### src/rtl/adc_dma_link_pkg.sv
package adc_dma_link_pkg;
    typedef enum logic [1:0] {
        ST_IDLE  = 2'd0,
        ST_WIN   = 2'd1,
        ST_START = 2'd2,
        ST_CONV  = 2'd3
    } cfg_st_e;
endpackage

### src/rtl/adc_cfg_fsm.sv
module adc_cfg_fsm
    import adc_dma_link_pkg::*;
#(
    parameter int CFG_W = 32
) (
    input  logic             clk,
    input  logic             rst_n,
    input  logic             tx_valid,
    input  logic [CFG_W-1:0] tx_data,
    input  logic             conv_done,
    output logic             tx_req,
    output logic             soc,
    output logic [CFG_W-1:0] cfg_main,
    output logic [CFG_W-1:0] cfg_win,
    output logic             win_en
);
    localparam int MARK = CFG_W - 1;

    cfg_st_e state, state_nx;
    logic    take;
    logic    mark;

    assign take = tx_valid && tx_req;
    assign mark = tx_data[MARK];

    always_ff @(posedge clk) begin
        if (!rst_n) state <= ST_IDLE;
        else        state <= state_nx;
    end

    always_comb begin
        state_nx = state;
        unique case (state)
            ST_IDLE:  if (take) state_nx = mark ? ST_WIN : ST_START;
            ST_WIN:   if (take && !mark) state_nx = ST_START;
            ST_START: state_nx = ST_CONV;
            ST_CONV:  if (conv_done) state_nx = ST_IDLE;
            default:  state_nx = ST_IDLE;
        endcase
    end

    always_comb begin
        tx_req = 1'b0;
        soc    = 1'b0;
        unique case (state)
            ST_IDLE, ST_WIN: tx_req = 1'b1;
            ST_START:        soc    = 1'b1;
            default:         ;
        endcase
    end

    always_ff @(posedge clk) begin
        if (!rst_n) begin
            cfg_main <= '0;
            cfg_win  <= '0;
            win_en   <= 1'b0;
        end else if (take) begin
            if (state == ST_IDLE) begin
                cfg_main <= tx_data;
                if (!mark) win_en <= 1'b0;
            end else if (state == ST_WIN && !mark) begin
                cfg_win <= tx_data;
                win_en  <= 1'b1;
            end
        end
    end


    soc_single_chk: assert property (@(posedge clk) disable iff (!rst_n)
        soc |=> !soc);

    ignore_when_busy_chk: assert property (@(posedge clk) disable iff (!rst_n)
        (tx_valid && !tx_req) |=> ($stable(cfg_main) && $stable(cfg_win)));

    stray_window_chk: assert property (@(posedge clk) disable iff (!rst_n)
        (state == ST_WIN && tx_valid && mark) |=> ($stable(cfg_main) && tx_req && !soc));
endmodule

### src/rtl/adc_res_reg.sv
module adc_res_reg #(
    parameter int RES_W   = 12,
    parameter int RD_W    = 16,
    parameter int CLR_W   = 8,
    parameter int OVR_BIT = 1
) (
    input  logic             clk,
    input  logic             rst_n,
    input  logic             conv_done,
    input  logic [RES_W-1:0] conv_result,
    input  logic             rx_rd,
    input  logic             clr_wr,
    input  logic [CLR_W-1:0] clr_data,
    output logic             rx_req,
    output logic [RD_W-1:0]  rx_data,
    output logic             ovr
);
    logic [RES_W-1:0] last_q;
    logic             unread_q;
    logic             ovr_set, ovr_clr;

    assign ovr_set = conv_done && unread_q && !rx_rd;
    assign ovr_clr = clr_wr && clr_data[OVR_BIT];

    always_ff @(posedge clk) begin
        if (!rst_n) begin
            last_q   <= '0;
            unread_q <= 1'b0;
        end else if (conv_done) begin
            last_q   <= conv_result;
            unread_q <= 1'b1;
        end else if (rx_rd) begin
            unread_q <= 1'b0;
        end
    end

    always_ff @(posedge clk) begin
        if (!rst_n)       ovr <= 1'b0;
        else if (ovr_set) ovr <= 1'b1;
        else if (ovr_clr) ovr <= 1'b0;
    end

    assign rx_req = unread_q;

    generate
        if (RES_W < RD_W) begin : g_pad
            assign rx_data = {{(RD_W-RES_W){1'b0}}, last_q};
        end else begin : g_full
            assign rx_data = last_q[RD_W-1:0];
        end
    endgenerate


    result_pending_chk: assert property (@(posedge clk) disable iff (!rst_n)
        conv_done |=> rx_req);

    read_drops_req_chk: assert property (@(posedge clk) disable iff (!rst_n)
        (rx_rd && rx_req && !conv_done) |=> !rx_req);

    overrun_set_chk: assert property (@(posedge clk) disable iff (!rst_n)
        (conv_done && rx_req && !rx_rd) |=> ovr);

    overrun_sticky_chk: assert property (@(posedge clk) disable iff (!rst_n)
        (ovr && !(clr_wr && clr_data[OVR_BIT])) |=> ovr);
endmodule

### src/rtl/adc_dma_link.sv
module adc_dma_link #(
    parameter int CFG_W   = 32,
    parameter int RES_W   = 12,
    parameter int RD_W    = 16,
    parameter int CLR_W   = 8,
    parameter int OVR_BIT = 1
) (
    input  logic             clk,
    input  logic             rst_n,
    input  logic             tx_valid,
    input  logic [CFG_W-1:0] tx_data,
    output logic             tx_req,
    output logic             soc,
    output logic [CFG_W-1:0] cfg_main,
    output logic [CFG_W-1:0] cfg_win,
    output logic             win_en,
    input  logic             conv_done,
    input  logic [RES_W-1:0] conv_result,
    output logic             rx_req,
    input  logic             rx_rd,
    output logic [RD_W-1:0]  rx_data,
    output logic             ovr,
    input  logic             clr_wr,
    input  logic [CLR_W-1:0] clr_data
);
    adc_cfg_fsm #(.CFG_W(CFG_W)) u_cfg (
        .clk       (clk),
        .rst_n     (rst_n),
        .tx_valid  (tx_valid),
        .tx_data   (tx_data),
        .conv_done (conv_done),
        .tx_req    (tx_req),
        .soc       (soc),
        .cfg_main  (cfg_main),
        .cfg_win   (cfg_win),
        .win_en    (win_en)
    );

    adc_res_reg #(
        .RES_W   (RES_W),
        .RD_W    (RD_W),
        .CLR_W   (CLR_W),
        .OVR_BIT (OVR_BIT)
    ) u_res (
        .clk         (clk),
        .rst_n       (rst_n),
        .conv_done   (conv_done),
        .conv_result (conv_result),
        .rx_rd       (rx_rd),
        .clr_wr      (clr_wr),
        .clr_data    (clr_data),
        .rx_req      (rx_req),
        .rx_data     (rx_data),
        .ovr         (ovr)
    );


    req_soc_excl_chk: assert property (@(posedge clk) disable iff (!rst_n)
        !(soc && tx_req));

    reset_state_chk: assert property (@(posedge clk)
        !rst_n |=> (tx_req && !soc && !rx_req && !ovr));
endmodule

### config.mk
export PLATFORM = sky130hd
export DESIGN_NAME = adc_dma_link
export DESIGN_NICKNAME = d
export VERILOG_FILES = /design/src/rtl/adc_dma_link_pkg.sv /design/src/rtl/adc_cfg_fsm.sv /design/src/rtl/adc_res_reg.sv /design/src/rtl/adc_dma_link.sv
export SDC_FILE = /design/constraint.sdc
export NUM_CORES = 1
export LEC_CHECK = 0
export BUFFER_PORTS_ARGS = -buffer_cell sky130_fd_sc_hd__buf_2
export CAP_MARGIN = 15
export CORE_ASPECT_RATIO = 1.1
export CORE_MARGIN = 2
export CORE_UTILIZATION = 40
export DETAILED_ROUTE_END_ITERATION = 8
export PLACE_DENSITY = 0.68
export SYNTH_ARGS = -nofsm -noshare
export SYNTH_HDL_FRONTEND = slang
export SYNTH_SLANG_ARGS = --single-unit
### constraint.sdc
create_clock -name clk -period 2.1 [get_ports clk]
set_input_delay 0.315 -clock clk [delete_from_list [all_inputs] [get_ports clk]]
set_output_delay 0.315 -clock clk [all_outputs]
set_load 0.03 [all_outputs]
==> results of run 1 <==
## critical path: cells and delay by family (launching register included)
family | cells | cell delay, ns
adders and majority gates | 1 | 0.30
buffers and inverters | 2 | 0.30
DFF | 1 | 0.41
and+or+nand+nor | 1 | 0.32
## synth_stat cells
cell,number
a22oi_1,1
nand3_1,10
nand2b_1,1
nor2b_1,16
mux2i_1,14
and2_1,1
buf_4,10
buf_2,9
conb_1,1
o311a_1,1
nor2b_2,1
a41o_1,1
o21ai_1,2
or2_2,1
and3_1,1
a21boi_1,16
clkbuf_1,6
inv_1,3
nand4bb_1,1
a21boi_0,16
a2111oi_4,1
nand3_2,21
nand2_1,100
buf_12,3
buf_6,4
o21a_1,1
o21ai_2,29
dfxtp_1,81
o211ai_1,2
ha_1,5
## final cells by class
type	instances	area share
inverters	3	0.002579
clock buffers	10	0.02923
well taps	111	0.03181
multi-input cells	246	0.3656
flip-flops and latches	81	0.3713
repair buffers	139	0.1731
clock inverters	6	0.02636
## flip-flops by register name, indices dropped and copies added, names as in the netlist
signal	cells
u_cfg.state	2
u_cfg.cfg_win	32
u_res.rx_req	1
u_cfg.win_en	1
u_res.ovr	1
u_cfg.cfg_main	32
u_res.last_q	12
## through the flow
stage / power [mW] / worst slack (ns) / std cells
after global placement: 2.980 / 0.3328 / 580
final: 4.326 / 0.1251 / 596
after detailed placement: 3.008 / 0.2617 / 580
after floorplan: 2.672 / 0.6973 / 362
after global routing: 4.554 / 0.01890 / 596
after CTS: 4.396 / 0.09554 / 596
## power breakdown
group          switching, mW  total (mW)  internal, mW  leakage [nW]
Sequential            0.0799        1.76          1.68         0.661
Combinational          0.795        1.20         0.404          1.25
Clock                  0.569        1.37         0.797         0.117
## layer usage
| layer | track usage | wire length [um] | up-vias |
|---|---|---|---|
| li1 | - | - | 1427 |
| met1 | 0.1900 | 3360 | 1278 |
| met2 | 0.2706 | 3360 | 97 |
| met3 | 0.03795 | 490 | 11 |
| met4 | 0.08152 | 134 | 0 |
| met5 | 0 | 0 | - |
## cell families (layout without fill, tap and decap cells)
| logic type | after synthesis | in the layout | share of synthesized area |
|---|---|---|---|
| simple gates | 153 | 153 | 0.2263 |
| flops | 81 | 81 | 0.4701 |
| compound gates | 70 | 70 | 0.1687 |
| buf+inv | 35 | 158 | 0.07508 |
| mux | 14 | 14 | 0.04062 |
| fa+ha+maj | 5 | 5 | 0.01814 |
| other cells | 1 | 4 | 0.001087 |
## worst min-delay path by stage
stage / from / to / slack, ns / cells past startpoint
finish: tx_data[26] / u_cfg.cfg_main[26]$_SDFFE_PN0P_ / 0.20 / 3
global route: tx_data[8] / u_cfg.cfg_win[8]$_SDFFE_PN0P_ / 0.19 / 3
CTS: tx_data[25] / u_cfg.cfg_main[25]$_SDFFE_PN0P_ / 0.18 / 3
detailed placement: u_cfg.cfg_win[14]$_SDFFE_PN0P_ / u_cfg.cfg_win[14]$_SDFFE_PN0P_ / 0.44 / 2
global placement: u_cfg.cfg_main[21]$_SDFFE_PN0P_ / u_cfg.cfg_main[21]$_SDFFE_PN0P_ / 0.44 / 2
floorplan: tx_data[7] / u_cfg.cfg_win[7]$_SDFFE_PN0P_ / 0.45 / 2
==> flow_metrics.env, run 1 <==
export IMPL_run_status="completed"
export IMPL_yosysWarnings=0
export IMPL_grt_overflow=0
export IMPL_hp_class="in2reg"
export IMPL_setup_viol=0
export IMPL_core_mm2=0.008364
export IMPL_cap_violations=0
export IMPL_via_count=2813
export IMPL_num_rows=35
export IMPL_mostFrequentLayoutCells="buf_2 (130), nand2_1 (100), dfxtp_1 (81), o21ai_2 (29), nand3_2 (21)"
export IMPL_syn_cell_area_mm2=0.003450
export IMPL_reg2reg_to="u_cfg.cfg_main[20]$_SDFFE_PN0P_"
export IMPL_tritoncts="yes"
export IMPL_synth_seq_cells=81
export IMPL_register_area_mm2=0.001622
export IMPL_synth_cell_types=30
export IMPL_critical_path_peak_fanout=5
export IMPL_fin_setup_tns_ns=0
export IMPL_power_density_mw_per_mm2=990.6
export IMPL_final_common_cell="buf_2"
export IMPL_synth_top_cell_by_area="dfxtp_1"
export IMPL_routed_wl_um=7346
export IMPL_grt_pass1_vias=2644
export IMPL_clk_path_buf_depth=2
export IMPL_antenna_left=0
export IMPL_start_util=0.4124
export IMPL_grt_max_degree=64
export IMPL_hpwl_um=5112
export IMPL_start_kind="register"
export IMPL_reg2reg_setup_slack_ns=0.28
export IMPL_cp_startpoint="u_cfg.state[1]$_SDFFE_PN0P_"
export IMPL_endpoint_kind="primary output"
export IMPL_crit_type="reg2out"
export IMPL_diodes=0
export IMPL_wl_per_cell_um=12.33
export IMPL_io_buffers=131
export IMPL_crit_arrival_ns=1.66
export IMPL_fin_util=0.5221
export IMPL_grt_pass1_wl_um=12010
export IMPL_fill_cells=816
export IMPL_cts_buffers_inserted=9
export IMPL_whs_ns=0.2046
export IMPL_drv_slew=0
export IMPL_period_needed_ns=1.975
export IMPL_multi_input_area_mm2=0.001597
export IMPL_avgViaCountPerCell=4.720
export IMPL_htreeDepth=3
export IMPL_worstSetupEndpoint="tx_req"
export IMPL_drive_gt1_frac=0.4289
export IMPL_dieHeight_um=101.4
export IMPL_synth_top_area_share=0.4701
export IMPL_area_growth_pct=26.59
export IMPL_die_w_um=92.55
export IMPL_ys_top_cells_by_area="dfxtp_1 (47%), nand2_1 (11%), o21ai_2 (7.4%), nand3_2 (6.1%), mux2i_1 (4.1%)"
export IMPL_power_leakage_nw=2.032
export IMPL_period_share=0.9404
export IMPL_die_area_mm2=0.009384
export IMPL_synth_seq_area_share=0.4701
export IMPL_post_cts_repair_setup_buffers=0
export IMPL_io_pins=143
export IMPL_grtUsageTotal=0.1598
export IMPL_reg2reg_depth=6
export IMPL_worst_path_max_delay_cell="dfxtp_1"
export IMPL_drt_first_iter_violations=70
export IMPL_layout_nets=543
export IMPL_design_area_mm2=0.004367
export IMPL_cts_resized=0
export IMPL_dr_pass1_iters=4
export IMPL_slew_limit_headroom=0.5780
export IMPL_r2r_start="u_cfg.state[1]$_SDFFE_PN0P_"
export IMPL_gp_congestion=0.7201
export IMPL_cpPeakStageDelay_ns=0.41
export IMPL_hold_violations=0
export IMPL_worstPathRequired_ns=1.78
export IMPL_clk_latency_ns=0.35
export IMPL_fin_skew_ns=0.008330
export IMPL_worstMarginPinSlew_ns=0.6330
export IMPL_cts_hold_buf=0
export IMPL_grt_antenna_before_repair=0
export IMPL_ir_worst_vdd_v=0.0004428
export IMPL_syn_inst=359
export IMPL_clockRootBuffer="clkbuf_8"
export IMPL_cts_sinks=81
export IMPL_post_dp_cell_area_mm2=0.004124
export IMPL_max_freq_ghz=0.5064
export IMPL_path_clk_slew_ns=0.09
export IMPL_path_cells="inv_1 > ha_1 > or2_2 > buf_2"
export IMPL_rsz0062_at_grt="no"
export IMPL_drcViolationCount=0
export IMPL_syn_area_per_cell_um2=9.609
Note: power is estimated with default switching activity, not from simulation.
==> inputs of run 2 (changes only) <==
--- a/config.mk
+++ b/config.mk
@@ -7,9 +7,11 @@
 export LEC_CHECK = 0
-export BUFFER_PORTS_ARGS = -buffer_cell sky130_fd_sc_hd__buf_2
+export BUFFER_PORTS_ARGS = -buffer_cell sky130_fd_sc_hd__buf_4
 export CAP_MARGIN = 15
+export CELL_PAD_IN_SITES_DETAIL_PLACEMENT = 0
+export CELL_PAD_IN_SITES_GLOBAL_PLACEMENT = 1
 export CORE_ASPECT_RATIO = 1.1
 export CORE_MARGIN = 2
-export CORE_UTILIZATION = 40
+export CORE_UTILIZATION = 38
 export DETAILED_ROUTE_END_ITERATION = 8
-export PLACE_DENSITY = 0.68
+export PLACE_DENSITY_LB_ADDON = 0.1
 export SYNTH_ARGS = -nofsm -noshare
==> constraint.sdc (replaced) <==
create_clock -name clk -period 2.1 [get_ports clk]
set_input_delay 0.105 -clock clk [delete_from_list [all_inputs] [get_ports clk]]
set_output_delay 0.105 -clock clk [all_outputs]
set_load 0.03 [all_outputs]
==> run 2 against run 1 <==
  * Combinational power grew 13%
  * Highest routed layer unchanged
  * Critical endpoint unchanged
  * Design area up 13%
  * Maximum frequency rose by 13%
  * Register-to-register slack improved by 0.12 ns
==> flow_metrics.env, run 2 (synthesized netlist as in run 1, its figures left out) <==
export IMPL_layout_nets=575
export IMPL_cts_hold_buf=32
export IMPL_power_leakage_nw=2.193
export IMPL_drcViolationCount=0
export IMPL_diodes=0
export IMPL_final_cells=629
export IMPL_wl_met1_um=3632
export IMPL_max_freq_ghz=0.5741
export IMPL_dr_wl_met2_um=3866
export IMPL_antenna_left=0
export IMPL_reg2reg_depth=6
export IMPL_routed_wl_um=8161
export IMPL_period_needed_ns=1.742
export IMPL_cts_sinks=81
export IMPL_grt_pass1_wl_um=12840
export IMPL_start_kind="register"
export IMPL_ir_worst_vdd_v=0.0005529
export IMPL_cp_startpoint="u_cfg.state[1]$_SDFFE_PN0P_"
export IMPL_route_met3_wl_um=527
export IMPL_fin_util=0.5614
export IMPL_via_count=2894
export IMPL_run_status="completed"
export IMPL_drt_first_iter_violations=59
export IMPL_clk_latency_ns=0.35
export IMPL_path_clk_slew_ns=0.07
export IMPL_clockRootBuffer="clkbuf_8"
export IMPL_io_pins=143
export IMPL_num_rows=36
export IMPL_p_total_mw=4.226
export IMPL_gp_congestion=0.7508
export IMPL_avgViaCountPerCell=4.601
export IMPL_crit_arrival_ns=1.64
export IMPL_critical_path_peak_fanout=5
export IMPL_core_mm2=0.008828
export IMPL_dr_pass1_iters=4
export IMPL_die_w_um=94.85
export IMPL_post_cts_repair_setup_buffers=0
export IMPL_mostFrequentLayoutCells="buf_4 (136), nand2_1 (100), dfxtp_1 (81), dlygate4sd3_1 (32), o21ai_2 (29)"
export IMPL_worstPathRequired_ns=2.00
export IMPL_power_density_mw_per_mm2=852.7
export IMPL_min_path_cells=3
export IMPL_endpoint_kind="primary output"
export IMPL_hpwl_um=5408
export IMPL_worstSetupEndpoint="tx_req"
export IMPL_rsz0062_at_grt="no"
export IMPL_setup_viol=0
export IMPL_grt_pass1_vias=2637
export IMPL_final_common_cell="buf_4"
export IMPL_tritoncts="yes"
export IMPL_fin_skew_ns=0.006939
export IMPL_grt_antenna_before_repair=0
export IMPL_dp_cells=583
export IMPL_cts_resized=0
export IMPL_grt_overflow=0
export IMPL_hp_class="in2reg"
export IMPL_wl_per_cell_um=12.97
export IMPL_dieHeight_um=103.9
export IMPL_clk_path_buf_depth=2
export IMPL_reg2reg_to="u_cfg.cfg_main[13]$_SDFFE_PN0P_"
export IMPL_drive_gt1_frac=0.4019
export IMPL_dr_max_layer_used="met4"
export IMPL_drv_slew=0
export IMPL_fin_setup_tns_ns=0
export IMPL_die_area_mm2=0.009857
export IMPL_reg_top3="u_cfg.cfg_main x32, u_cfg.cfg_win x32, u_res.last_q x12"
export IMPL_cts_buffers_inserted=9
export IMPL_hold_violations=0
export IMPL_area_growth_pct=43.67
export IMPL_reg2reg_setup_slack_ns=0.40
export IMPL_crit_type="reg2out"
export IMPL_start_util=0.3907
export IMPL_grtUsageTotal=0.1664
export IMPL_hp_start="conv_result[10]"
export IMPL_io_buffers=131
export IMPL_cap_violations=0
export IMPL_r2r_start="u_cfg.state[1]$_SDFFE_PN0P_"
export IMPL_grt_max_degree=44
export IMPL_period_share=0.8295
export IMPL_htreeDepth=3
run 2: changes by cell type in the layout (fill, tap and decap cells not counted):
cell	delta
clkbuf_8	+1
buf_4	+130
dlygate4sd3_1	+32
clkinv_4	-1
clkinv_2	+3
bufinv_16	-2
inv_6	-1
clkbuf_1	-1
buf_2	-130
clkinvlp_4	-1
run 2: routing by layer:
layer  up-vias  global-route usage
li1       1497                   -
met1      1310              0.2164
met2        78              0.2558
met3         9             0.04058
met4         0             0.08075
met5         -                   0
run 2: metrics by stage:
step | instance area (um^2) | hold WS (ns) | setup slack (ns)
2_1_floorplan | 3461 | 0.2376 | 0.6975
3_3_place_gp | 4453 | 0.3579 | 0.3975
3_5_place_dp | 4453 | 0.3663 | 0.3978
4_1_cts | 4956 | 0.0003380 | 0.3310
5_1_grt | 4956 | 0.01545 | 0.2126
6_report | 4956 | 0.01291 | 0.3580
run 2: worst max-delay path, stage by stage (launching register included):
cell and delay (ns):
dfxtp_1 0.40, inv_1 0.11, ha_1 0.29, or2_2 0.32, buf_4 0.17
run 2: final cells by class:
type / count / area (um^2)
clock buffers: 10 / 137.6
flip-flops and latches: 81 / 1622
multi-input cells: 246 / 1597
fillers: 848 / 3872
well taps: 114 / 142.6
inverters: 3 / 11.26
repair buffers: 171 / 1401
clock inverters: 4 / 45.04
run 2: power by group:
group	switching, mW	total, mW	internal (mW)	leakage (nW)
Sequential	0.0845	1.77	1.68	0.661
Clock	0.541	1.10	0.563	0.0978
Combinational	0.815	1.36	0.542	1.44
run 2: how the worst min path moves through the flow:
stage,end,slack [ns]
after global placement,u_cfg.cfg_win[25]$_SDFFE_PN0P_,0.36
after global routing,u_res.last_q[4]$_SDFFE_PN0P_,0.02
final,u_res.last_q[10]$_SDFFE_PN0P_,0.01
after CTS,u_res.last_q[1]$_SDFFE_PN0P_,0.0003
after floorplan,u_cfg.cfg_win[7]$_SDFFE_PN0P_,0.24
after detailed placement,u_cfg.cfg_win[17]$_SDFFE_PN0P_,0.37
==> inputs of run 3 (changes only) <==
- CORE_UTILIZATION: 38 -> 32
- clock period: 2.1 -> 1.6 ns (I/O delays scaled with it)
==> run 3 against run 2 <==
  * Die area grew 18%
  * Clock-buffer cell count is the same
  * Critical endpoint unchanged
  * Combinational power grew 37%
  * Critical path type unchanged
  * Sequential power grew 31%
  * Design area grew 4.1%
==> flow_metrics.env, run 3 (synthesized netlist as in run 1, its figures left out) <==
export IMPL_run_status="completed"
export IMPL_p_total_mw=6.109
export IMPL_grt_pass1_vias=2650
export IMPL_fin_setup_tns_ns=0
export IMPL_grt_max_degree=65
export IMPL_grt_pass1_wl_um=12760
export IMPL_path_clk_slew_ns=0.06
export IMPL_design_area_mm2=0.005157
export IMPL_diodes=0
export IMPL_clk_latency_ns=0.33
export IMPL_hpwl_um=5530
export IMPL_start_kind="register"
export IMPL_io_buffers=131
export IMPL_setup_ws_ns=0.06376
export IMPL_cp_startpoint="u_cfg.state[0]$_SDFFE_PN0P_"
export IMPL_wl_per_cell_um=12.46
export IMPL_drt_first_iter_violations=60
export IMPL_reg_top3="u_cfg.cfg_main x32, u_cfg.cfg_win x32, u_res.last_q x12"
export IMPL_hp_class="in2reg"
export IMPL_period_share=0.9601
export IMPL_hp_start="conv_result[6]"
export IMPL_cts_buffers_inserted=9
export IMPL_worstPathRequired_ns=1.52
export IMPL_ir_worst_vdd_v=0.0005450
export IMPL_htreeDepth=3
export IMPL_layout_nets=576
export IMPL_die_area_mm2=0.01163
export IMPL_whs_ns=0.009286
export IMPL_setup_viol=0
export IMPL_clk_path_buf_depth=2
export IMPL_dieHeight_um=112.9
export IMPL_io_pins=143
export IMPL_die_w_um=103.0
export IMPL_r2r_start="u_cfg.state[0]$_SDFFE_PN0P_"
export IMPL_endpoint_kind="primary output"
export IMPL_via_count=2917
export IMPL_crit_type="reg2out"
export IMPL_crit_arrival_ns=1.46
export IMPL_clockRootBuffer="clkbuf_16"
export IMPL_grt_antenna_before_repair=0
export IMPL_gp_congestion=0.7725
export IMPL_avgViaCountPerCell=4.413
export IMPL_final_common_cell="buf_4"
export IMPL_power_density_mw_per_mm2=1185
export IMPL_fin_skew_ns=0.004465
export IMPL_critical_path_peak_fanout=5
export IMPL_grtUsageTotal=0.1384
export IMPL_cap_violations=0
export IMPL_period_needed_ns=1.536
export IMPL_hold_violations=0
export IMPL_grt_overflow=0
export IMPL_post_dp_cell_area_mm2=0.004529
export IMPL_power_leakage_nw=2.247
export IMPL_start_util=0.3303
export IMPL_routed_wl_um=8235
export IMPL_drcViolationCount=0
export IMPL_cts_sinks=81
export IMPL_dp_slack_ns=0.02885
export IMPL_antenna_left=0
export IMPL_drv_slew=0
export IMPL_area_growth_pct=49.51
export IMPL_mostFrequentLayoutCells="buf_4 (135), nand2_1 (100), dfxtp_1 (80), dlygate4sd3_1 (30), o21ai_2 (29)"
export IMPL_max_freq_ghz=0.6509
export IMPL_drive_gt1_frac=0.4151
export IMPL_num_rows=39
export IMPL_fill_cells=1035
export IMPL_core_mm2=0.01044
export IMPL_rsz0062_at_grt="no"
export IMPL_dr_pass1_iters=4
export IMPL_tritoncts="yes"
==> run 3: through the flow <==
stage            util  std cells
2_1_floorplan       -        362
3_3_place_gp   0.4337        614
3_5_place_dp   0.4337        614
4_1_cts        0.4899        660
5_1_grt        0.4939        661
6_report       0.4939        661
==> run 3: critical path, cell delays in order, from the launching register on <==
cell and delay, ns:
dfxtp_2 0.38, inv_1 0.09, ha_2 0.22, or2_2 0.27, buf_4 0.17
==> run 3: area by class of cell <==
class,count,area [um^2],share of cell area
clock buffers,10,239.0,0.04634
multi-input cells,246,1612,0.3125
well taps,143,178.9,0.03469
clock inverters,6,43.79,0.008491
repair buffers,172,1450,0.2812
flip-flops and latches,81,1623,0.3147
inverters,3,11.26,0.002183
==> run 3: report_power, final <==
part	switching, mW	internal (mW)
logic	1.09	0.778
clock network	0.829	1.09
registers	0.103	2.21
total	2.03	4.08
==> run 3: final timing paths <==
path	to	slack (ns)	cells after the start
setup reg to reg	u_cfg.cfg_win[31]$_SDFFE_PN0P_	0.11	5
setup / recovery	tx_req	0.06	4
hold reg to reg	u_cfg.cfg_main[23]$_SDFFE_PN0P_	0.45	2
hold / removal	u_res.last_q[6]$_SDFFE_PN0P_	0.009	3
==> run 3: what timing repair did <==
action / CTS / global route
resized for setup: 2 / 3
hold endpoints to repair: 36 / 0
pin swaps: 0 / 1
gates cloned: 0 / 1
hold buffers: 30 / 0
buffers inserted: 0 / 0
setup endpoints to repair: 1 / 3
==> run 3: metal layers <==
metal	track usage	wire length, um	part of all wire	vias up
met5	0	0	0	-
met4	0.06053	151	0.018	0
met3	0.03212	580	0.070	12
met2	0.2156	3775	0.46	93
met1	0.1818	3727	0.45	1315
li1	-	-	-	1497
